==> src/rtl/gamma_pkg.sv <==
package gamma_pkg;
    localparam int IN_W   = 10;
    localparam int OUT_W  = 8;
    localparam int NPTS   = 15;
    localparam int SEG_W  = $clog2(NPTS + 1);
    localparam int DX_W   = 8;
    localparam int PROD_W = 2 * (OUT_W + 1);
    localparam int TOP_X  = (1 << IN_W) - 1;

    typedef enum logic [0:0] {
        CUR_SYNCED  = 1'b0,
        CUR_PENDING = 1'b1
    } curve_state_e;

    // Input coordinate of knot i; 0 is the origin, NPTS+1 is full scale.
    function automatic int knot_x(input int i);
        case (i)
            0:  return 0;
            1:  return 16;
            2:  return 32;
            3:  return 64;
            4:  return 128;
            5:  return 160;
            6:  return 192;
            7:  return 224;
            8:  return 256;
            9:  return 288;
            10: return 320;
            11: return 384;
            12: return 448;
            13: return 576;
            14: return 704;
            15: return 832;
            default: return TOP_X;
        endcase
    endfunction

    function automatic int seg_span(input int s);
        return knot_x(s + 1) - knot_x(s);
    endfunction

    function automatic int seg_shift(input int s);
        return $clog2(seg_span(s));
    endfunction

    // Reset level of programmable knot i (0 .. NPTS-1).
    function automatic logic [OUT_W-1:0] knot_reset(input int i);
        case (i)
            0:  return 8'h02;
            1:  return 8'h07;
            2:  return 8'h1F;
            3:  return 8'h49;
            4:  return 8'h5A;
            5:  return 8'h6A;
            6:  return 8'h79;
            7:  return 8'h87;
            8:  return 8'h94;
            9:  return 8'h9F;
            10: return 8'hAF;
            11: return 8'hBB;
            12: return 8'hCF;
            13: return 8'hEE;
            default: return 8'hEE;
        endcase
    endfunction
endpackage

==> src/rtl/gamma_curve_regs.sv <==
module gamma_curve_regs
    import gamma_pkg::*;
(
    input  logic                            clk,
    input  logic                            rst_n,
    input  logic                            frame_start,
    input  logic                            wr_en,
    input  logic [SEG_W-1:0]                wr_idx,
    input  logic [OUT_W-1:0]                wr_data,
    output logic [NPTS-1:0][OUT_W-1:0]      act_pts
);
    logic [NPTS-1:0][OUT_W-1:0] stg_pts;
    curve_state_e state, state_nx;
    logic wr_ok;
    logic commit;

    assign wr_ok = wr_en && (wr_idx < SEG_W'(NPTS));

    always_ff @(posedge clk or negedge rst_n) begin
        if (!rst_n) state <= CUR_SYNCED;
        else        state <= state_nx;
    end

    always_comb begin
        state_nx = state;
        unique case (state)
            CUR_SYNCED:  if (wr_ok) state_nx = CUR_PENDING;
            CUR_PENDING: if (frame_start && !wr_ok) state_nx = CUR_SYNCED;
            default:     state_nx = CUR_SYNCED;
        endcase
    end

    always_comb begin
        commit = 1'b0;
        unique case (state)
            CUR_SYNCED:  commit = 1'b0;
            CUR_PENDING: commit = frame_start;
            default:     commit = 1'b0;
        endcase
    end

    for (genvar g = 0; g < NPTS; g++) begin : g_knot
        always_ff @(posedge clk or negedge rst_n) begin
            if (!rst_n) begin
                stg_pts[g] <= knot_reset(g);
                act_pts[g] <= knot_reset(g);
            end else begin
                if (wr_ok && (wr_idx == SEG_W'(g))) stg_pts[g] <= wr_data;
                if (commit) act_pts[g] <= stg_pts[g];
            end
        end
    end

    // the active curve moves only on a frame start.
    p_hold_active_r7: assert property (@(posedge clk) disable iff (!rst_n)
        !frame_start |=> $stable(act_pts));
    // after a frame start, the active curve equals the staging curve that stood before it.
    p_commit_r7: assert property (@(posedge clk) disable iff (!rst_n)
        frame_start |=> act_pts == $past(stg_pts));
    // a write to an index out of range leaves the staging curve untouched.
    p_ignore_idx_r8: assert property (@(posedge clk) disable iff (!rst_n)
        (wr_en && wr_idx >= SEG_W'(NPTS)) |=> $stable(stg_pts));
endmodule

==> src/rtl/gamma_seg_lookup.sv <==
module gamma_seg_lookup
    import gamma_pkg::*;
(
    input  logic                            clk,
    input  logic                            rst_n,
    input  logic                            valid_i,
    input  logic                            byp_i,
    input  logic [IN_W-1:0]                 data_i,
    input  logic [NPTS-1:0][OUT_W-1:0]      act_pts,
    output logic                            valid_o,
    output logic                            byp_o,
    output logic [OUT_W-1:0]                byp_data_o,
    output logic [SEG_W-1:0]                seg_o,
    output logic [OUT_W-1:0]                ya_o,
    output logic signed [OUT_W:0]           dy_o,
    output logic [DX_W-1:0]                 dx_o
);
    logic [NPTS-1:0]   past_knot;
    logic [SEG_W-1:0]  seg;
    logic [OUT_W-1:0]  pts_ext [NPTS+2];
    logic [OUT_W-1:0]  ya, yb;
    logic [IN_W-1:0]   xbase;
    logic [IN_W-1:0]   dx_full;
    logic [IN_W-1:0]   span;

    for (genvar g = 0; g < NPTS; g++) begin : g_cmp
        localparam logic [IN_W-1:0] KX = IN_W'(knot_x(g + 1));
        assign past_knot[g]  = data_i >= KX;
        assign pts_ext[g+1]  = act_pts[g];
    end
    assign pts_ext[0]      = '0;
    assign pts_ext[NPTS+1] = '1;

    always_comb begin
        seg = '0;
        for (int i = 0; i < NPTS; i++) seg = seg + SEG_W'(past_knot[i]);
    end

    always_comb begin
        ya    = '0;
        yb    = '0;
        xbase = '0;
        span  = '0;
        for (int i = 0; i <= NPTS; i++) begin
            if (seg == SEG_W'(i)) begin
                ya    = pts_ext[i];
                yb    = pts_ext[i+1];
                xbase = IN_W'(knot_x(i));
                span  = IN_W'(seg_span(i));
            end
        end
    end

    assign dx_full = data_i - xbase;

    always_ff @(posedge clk or negedge rst_n) begin
        if (!rst_n) begin
            valid_o    <= 1'b0;
            byp_o      <= 1'b0;
            byp_data_o <= '0;
            seg_o      <= '0;
            ya_o       <= '0;
            dy_o       <= '0;
            dx_o       <= '0;
        end else begin
            valid_o    <= valid_i;
            byp_o      <= byp_i;
            byp_data_o <= data_i[IN_W-1 -: OUT_W];
            seg_o      <= seg;
            ya_o       <= ya;
            dy_o       <= $signed({1'b0, yb}) - $signed({1'b0, ya});
            dx_o       <= dx_full[DX_W-1:0];
        end
    end

    // the chosen span contains the sample; the offset stays below the span width.
    p_dx_in_span_r3: assert property (@(posedge clk) disable iff (!rst_n)
        valid_i |-> (dx_full < span || (seg == SEG_W'(NPTS) && dx_full <= span)));
endmodule

==> src/rtl/gamma_interp.sv <==
module gamma_interp
    import gamma_pkg::*;
(
    input  logic                    clk,
    input  logic                    rst_n,
    input  logic                    valid_i,
    input  logic                    byp_i,
    input  logic [OUT_W-1:0]        byp_data_i,
    input  logic [SEG_W-1:0]        seg_i,
    input  logic [OUT_W-1:0]        ya_i,
    input  logic signed [OUT_W:0]   dy_i,
    input  logic [DX_W-1:0]         dx_i,
    output logic                    valid_o,
    output logic [OUT_W-1:0]        data_o
);
    localparam logic signed [PROD_W-1:0] LAST_DIV = PROD_W'(seg_span(NPTS));

    logic signed [PROD_W-1:0] prod;
    logic signed [PROD_W-1:0] quo;
    logic signed [PROD_W-1:0] sum;
    logic [OUT_W-1:0]         lo_b, hi_b;
    logic [OUT_W-1:0]         yb_chk;

    assign prod = dy_i * $signed({1'b0, dx_i});

    always_comb begin
        quo = prod / LAST_DIV;
        for (int i = 0; i < NPTS; i++) begin
            if (seg_i == SEG_W'(i)) quo = prod >>> seg_shift(i);
        end
    end

    assign sum = $signed({{(PROD_W-OUT_W){1'b0}}, ya_i}) + quo;

    always_ff @(posedge clk or negedge rst_n) begin
        if (!rst_n) begin
            valid_o <= 1'b0;
            data_o  <= '0;
        end else begin
            valid_o <= valid_i;
            data_o  <= byp_i ? byp_data_i : sum[OUT_W-1:0];
        end
    end

    assign yb_chk = OUT_W'($signed({1'b0, ya_i}) + dy_i);
    assign lo_b   = (dy_i < 0) ? yb_chk : ya_i;
    assign hi_b   = (dy_i < 0) ? ya_i : yb_chk;

    // the interpolated level never leaves the byte range.
    p_sum_range_r3: assert property (@(posedge clk) disable iff (!rst_n)
        (valid_i && !byp_i) |-> (sum >= 0 && sum <= PROD_W'((1 << OUT_W) - 1)));
    // the result lies between the levels of the two knots that bound the span.
    p_between_knots_r3: assert property (@(posedge clk) disable iff (!rst_n)
        (valid_i && !byp_i) |=> (data_o >= $past(lo_b) && data_o <= $past(hi_b)));
endmodule

==> src/rtl/gamma_pwl_unit.sv <==
module gamma_pwl_unit
    import gamma_pkg::*;
(
    input  logic              clk,
    input  logic              rst_n,
    input  logic              enable,
    input  logic              frame_start,
    input  logic              wr_en,
    input  logic [3:0]        wr_idx,
    input  logic [7:0]        wr_data,
    input  logic              in_valid,
    input  logic [9:0]        in_data,
    output logic              out_valid,
    output logic [7:0]        out_data
);
    localparam int LATENCY = 3;

    logic                       s1_valid, s1_byp;
    logic [IN_W-1:0]            s1_data;
    logic [NPTS-1:0][OUT_W-1:0] act_pts;
    logic                       s2_valid, s2_byp;
    logic [OUT_W-1:0]           s2_byp_data, s2_ya;
    logic [SEG_W-1:0]           s2_seg;
    logic signed [OUT_W:0]      s2_dy;
    logic [DX_W-1:0]            s2_dx;

    always_ff @(posedge clk or negedge rst_n) begin
        if (!rst_n) begin
            s1_valid <= 1'b0;
            s1_byp   <= 1'b0;
            s1_data  <= '0;
        end else begin
            s1_valid <= in_valid;
            s1_byp   <= !enable;
            s1_data  <= in_data;
        end
    end

    gamma_curve_regs u_regs (
        .clk         (clk),
        .rst_n       (rst_n),
        .frame_start (frame_start),
        .wr_en       (wr_en),
        .wr_idx      (wr_idx),
        .wr_data     (wr_data),
        .act_pts     (act_pts)
    );

    gamma_seg_lookup u_lookup (
        .clk        (clk),
        .rst_n      (rst_n),
        .valid_i    (s1_valid),
        .byp_i      (s1_byp),
        .data_i     (s1_data),
        .act_pts    (act_pts),
        .valid_o    (s2_valid),
        .byp_o      (s2_byp),
        .byp_data_o (s2_byp_data),
        .seg_o      (s2_seg),
        .ya_o       (s2_ya),
        .dy_o       (s2_dy),
        .dx_o       (s2_dx)
    );

    gamma_interp u_interp (
        .clk        (clk),
        .rst_n      (rst_n),
        .valid_i    (s2_valid),
        .byp_i      (s2_byp),
        .byp_data_i (s2_byp_data),
        .seg_i      (s2_seg),
        .ya_i       (s2_ya),
        .dy_i       (s2_dy),
        .dx_i       (s2_dx),
        .valid_o    (out_valid),
        .data_o     (out_data)
    );

    // Cycles since reset, saturating, so that $past never reaches into reset.
    logic [1:0] age;
    always_ff @(posedge clk or negedge rst_n) begin
        if (!rst_n)               age <= '0;
        else if (age != 2'd3)     age <= age + 2'd1;
    end

    // output valid is the input valid three clocks earlier.
    p_latency_r6: assert property (@(posedge clk) disable iff (!rst_n)
        (age == 2'(LATENCY)) |-> (out_valid == $past(in_valid, LATENCY)));
    // a sample taken with enable low comes out as its top bits.
    p_bypass_r5: assert property (@(posedge clk) disable iff (!rst_n)
        (age == 2'(LATENCY) && $past(in_valid && !enable, LATENCY))
        |-> (out_data == $past(in_data[9:2], LATENCY)));
    // nothing valid leaves the block in the first cycles after reset.
    p_reset_quiet_r1: assert property (@(posedge clk) disable iff (!rst_n)
        (age != 2'(LATENCY)) |-> !out_valid);
endmodule

==> config.mk <==
export PLATFORM = sky130hd
export DESIGN_NAME = gamma_pwl_unit
export DESIGN_NICKNAME = d
export VERILOG_FILES = /design/src/rtl/gamma_pkg.sv /design/src/rtl/gamma_curve_regs.sv /design/src/rtl/gamma_seg_lookup.sv /design/src/rtl/gamma_interp.sv /design/src/rtl/gamma_pwl_unit.sv
export SDC_FILE = /design/constraint.sdc
export NUM_CORES = 1
export LEC_CHECK = 0
export ABC_AREA = 1
export CORE_ASPECT_RATIO = 0.5
export CORE_MARGIN = 8
export CORE_UTILIZATION = 40
export DETAILED_ROUTE_END_ITERATION = 8
export GPL_TIMING_DRIVEN = 0
export SYNTH_ARGS = -nofsm -noshare
export SYNTH_HDL_FRONTEND = slang
export SYNTH_SLANG_ARGS = --single-unit
export TNS_END_PERCENT = 10
==> constraint.sdc <==
create_clock -name clk -period 32.1 [get_ports clk]
set_input_delay 6.42 -clock clk [delete_from_list [all_inputs] [get_ports clk]]
set_output_delay 6.42 -clock clk [all_outputs]
set_load 0.02 [all_outputs]
==> impl_metrics.toml <==
[worst_setup_path]
crit_path_start = "u_lookup.dx_o[0]"
r2r_start = "u_lookup.dx_o[0]"
cp_max_fo = 10
cp_slowest_cell = "fa_1"
slowest_delay_ns = 0.69
path_class = "flop to flop"
crit_top_cell = "nand2_1"
r2r_cells = 101
rrSetupSlack_ns = 16.89
critPathArrivalTime_ns = 15.61
required_ns = 32.50
cp-end-kind = "flop"
cp-start-kind = "flop"
r2r-end = "u_interp.data_o[7]"
cp-endpoint = "u_interp.data_o[7]"

[cts]
clk_transition_reported_paths_ns = 0.06
cts_setup_buffers = 0
clockRootBuffer = "clkbuf_16"
clockBufferDepth = 3
hold_buffers = 0
ctsResizeCount = 0
clock_latency_ns = 0.52
cts_tree = "done"
cts_made_buffers = 34
clock-sinks = 299
h-tree-depth = 2

[synth]
avgSynthCellArea_um2 = 7.66
yosysWarnings = 0
async_flop_share = 1.00
synth_seq_cells = 299
synth_top_family_by_area = "simple AND/OR/NAND/NOR gates"
synth_xor_xnor_area_share = 0.0126
yosysSeqAreaShare = 0.369
synth_top_area_frac = 0.197
synthMuxAreaShare = 0.0212
synth_area_um2 = 20700
synth-edff-count = 0
synth_top_cells_by_area = "dfrtp_1, dfstp_2, nand2_1"
synth_cell_type_count = 59
synth-simple-area-share = 0.259
synth_top_flop_cell = "dfrtp_1"
yosysTopAreaCell = "dfrtp_1"
syn_inst = 2706
synthAdderAreaFrac = 0.108
syn-num-nets = 2870
synth_compound_area_frac = 0.125

[grt]
grt_pass1_vias = 16945
grt_pass1_wl_um = 90100
grt_use_total = 0.186
grt-ovfl-total = 0
grt_antenna_before_repair = 1
grt_max_degree = 126

[final_layout]
seq_area_um2 = 7650
final_nets = 2936
fillers = 5212
num_antenna_cells = 0
multi_input_area_um2 = 10900
syn_to_final_growth_pct = 11.7
layout-drive-gt1-share = 0.145

[sta]
slew_headroom = 0.394
period_needed_ns = 15.21
fin_crit_sh = 0.474
rsz0062_at_grt = "no"
setup_tns_ns = 0
maxSlewViolCount = 0
skew_ns = 0.0130
hold_viol = 0
setup_violations = 0
tightest_slew_ns = 0.901
fmax_mhz = 65.7

[hold_path]
hold_class = "flop to flop"

[job]
drv_cap = 0

[floorplan]
rows = 59
core_um2 = 51600
fp.dieH_um = 177
dieArea_um2 = 59800
start_util = 0.402
ios = 37
die_w_um = 338

[route]
drtAntennaViolNets = 0
vias = 17607
drc = 0
wire_per_inst_um = 15.8
vias_per_cell = 5.03
wirelength_um = 55300
drt_iter0_drc = 1257
drt-pass1-iter-count = 8

[run_status]
status = "finished clean"

[place]
io_buffers = 28
gp_congestion = 0.919
hpwl_um = 42900
stage by stage:
| step | setup slack, ns | utilization | std cells | hold WS [ns] | cell area, µm² |
|---|---|---|---|---|---|
| 2_1_floorplan | 19.15 | - | 2706 | 0.331 | 20700 |
| 3_3_place_gp | 11.94 | 0.424 | 3435 | 0.332 | 21900 |
| 3_5_place_dp | 16.85 | 0.425 | 3437 | 0.335 | 21900 |
| 4_1_cts | 16.79 | 0.449 | 3499 | 0.348 | 23200 |
| 5_1_grt | 15.26 | 0.449 | 3499 | 0.352 | 23200 |
| 6_report | 16.89 | 0.449 | 3499 | 0.345 | 23200 |
state kept, by name, indices dropped and copies added (netlist names):
register	count
u_interp.valid_o	1
u_lookup.byp_o	1
s1_valid	1
u_regs.stg_pts	120
u_lookup.ya_o	8
u_regs.state	1
u_interp.data_o	8
u_lookup.valid_o	1
u_lookup.dy_o	9
s1_byp	1
s1_data	10
u_lookup.seg_o	4
u_lookup.byp_data_o	8
u_lookup.dx_o	6
u_regs.act_pts	120
worst min path at each step:
| stage | start | end | slack (ns) | depth (start not counted) |
|---|---|---|---|---|
| after global routing | s1_data[1] | u_lookup.dx_o[1] | 0.35 | 0 |
| final | s1_data[0] | u_lookup.dx_o[0] | 0.35 | 0 |
| after global placement | u_lookup.valid_o | u_interp.valid_o | 0.33 | 0 |
| after CTS | s1_data[1] | u_lookup.dx_o[1] | 0.35 | 0 |
| after detailed placement | s1_data[1] | u_lookup.dx_o[1] | 0.33 | 0 |
| after floorplan | u_lookup.valid_o | u_interp.valid_o | 0.33 | 0 |
layout make-up:
| class | count | area share |
|---|---|---|
| Multi-Input combinational cell | 1849 | 0.471 |
| Sequential cell | 299 | 0.331 |
| Inverter | 465 | 0.0756 |
| Clock buffer | 50 | 0.0429 |
| Tap cell | 701 | 0.0379 |
| Buffer | 93 | 0.0182 |
| Timing Repair Buffer | 30 | 0.0147 |
| Clock inverter | 12 | 0.00924 |
cell usage in the layout, fill, tap and decap left out, types with 8 or more instances in the layout:
cell | netlist | routed
mux2_2 | 39 | 39
dfrtp_1 | 163 | 163
o211ai_1 | 9 | 9
nand2_2 | 52 | 52
o21ai_0 | 250 | 250
fa_1 | 72 | 72
buf_1 | 8 | 8
xor2_1 | 24 | 24
nor2_4 | 13 | 13
inv_2 | 26 | 26
a221oi_1 | 23 | 23
nand2_1 | 725 | 725
inv_1 | 433 | 433
nand4_1 | 32 | 32
o22ai_1 | 15 | 15
nand3_2 | 14 | 14
nand3_1 | 133 | 133
ha_1 | 64 | 64
nor2_2 | 17 | 17
o221ai_1 | 8 | 8
o21bai_1 | 8 | 8
clkbuf_1 | 72 | 82
nor2_1 | 161 | 161
a21oi_1 | 93 | 93
clkbuf_16 | 0 | 36
nand2_4 | 20 | 20
clkdlybuf4s50_1 | 0 | 27
dfstp_2 | 136 | 136
o21ai_1 | 13 | 13
o2111ai_1 | 13 | 13
Yosys cell counts, drive strengths merged (9+ instances only):
library cell	n
dfrtp	163
clkbuf	76
nor2	195
ha	64
nand2	798
a21oi	94
xor2	25
nand3	150
dfstp	136
o211ai	9
a221oi	23
o21ai	267
nand4	32
mux2	39
o2111ai	13
fa	72
buf	17
inv	460
o22ai	15
critical path, delay by kind of cell, from the launching register on:
kind	cells	cell delay, ns
simple gates	68	7.87
fa+ha+maj	9	3.73
buf+inv	13	1.68
compound gates	10	1.25
flops	1	0.32
xor+xnor	1	0.20
layer usage:
metal  part of all wire  track usage
met1               0.47        0.259
met2               0.45        0.304
met3              0.045       0.0207
met4              0.029       0.0562
met5                  0            0
cells by family (layout without fill, tap and decap cells):
logic type / after synthesis / in the layout
flops: 299 / 299
mux: 39 / 39
simple gates: 1188 / 1188
buf+inv: 558 / 650
fa+ha+maj: 136 / 136
compound gates: 457 / 457
xor+xnor: 29 / 29
Power is not shown: default switching activity piles up to over one toggle a cycle in this logic, so the estimate is an artifact.
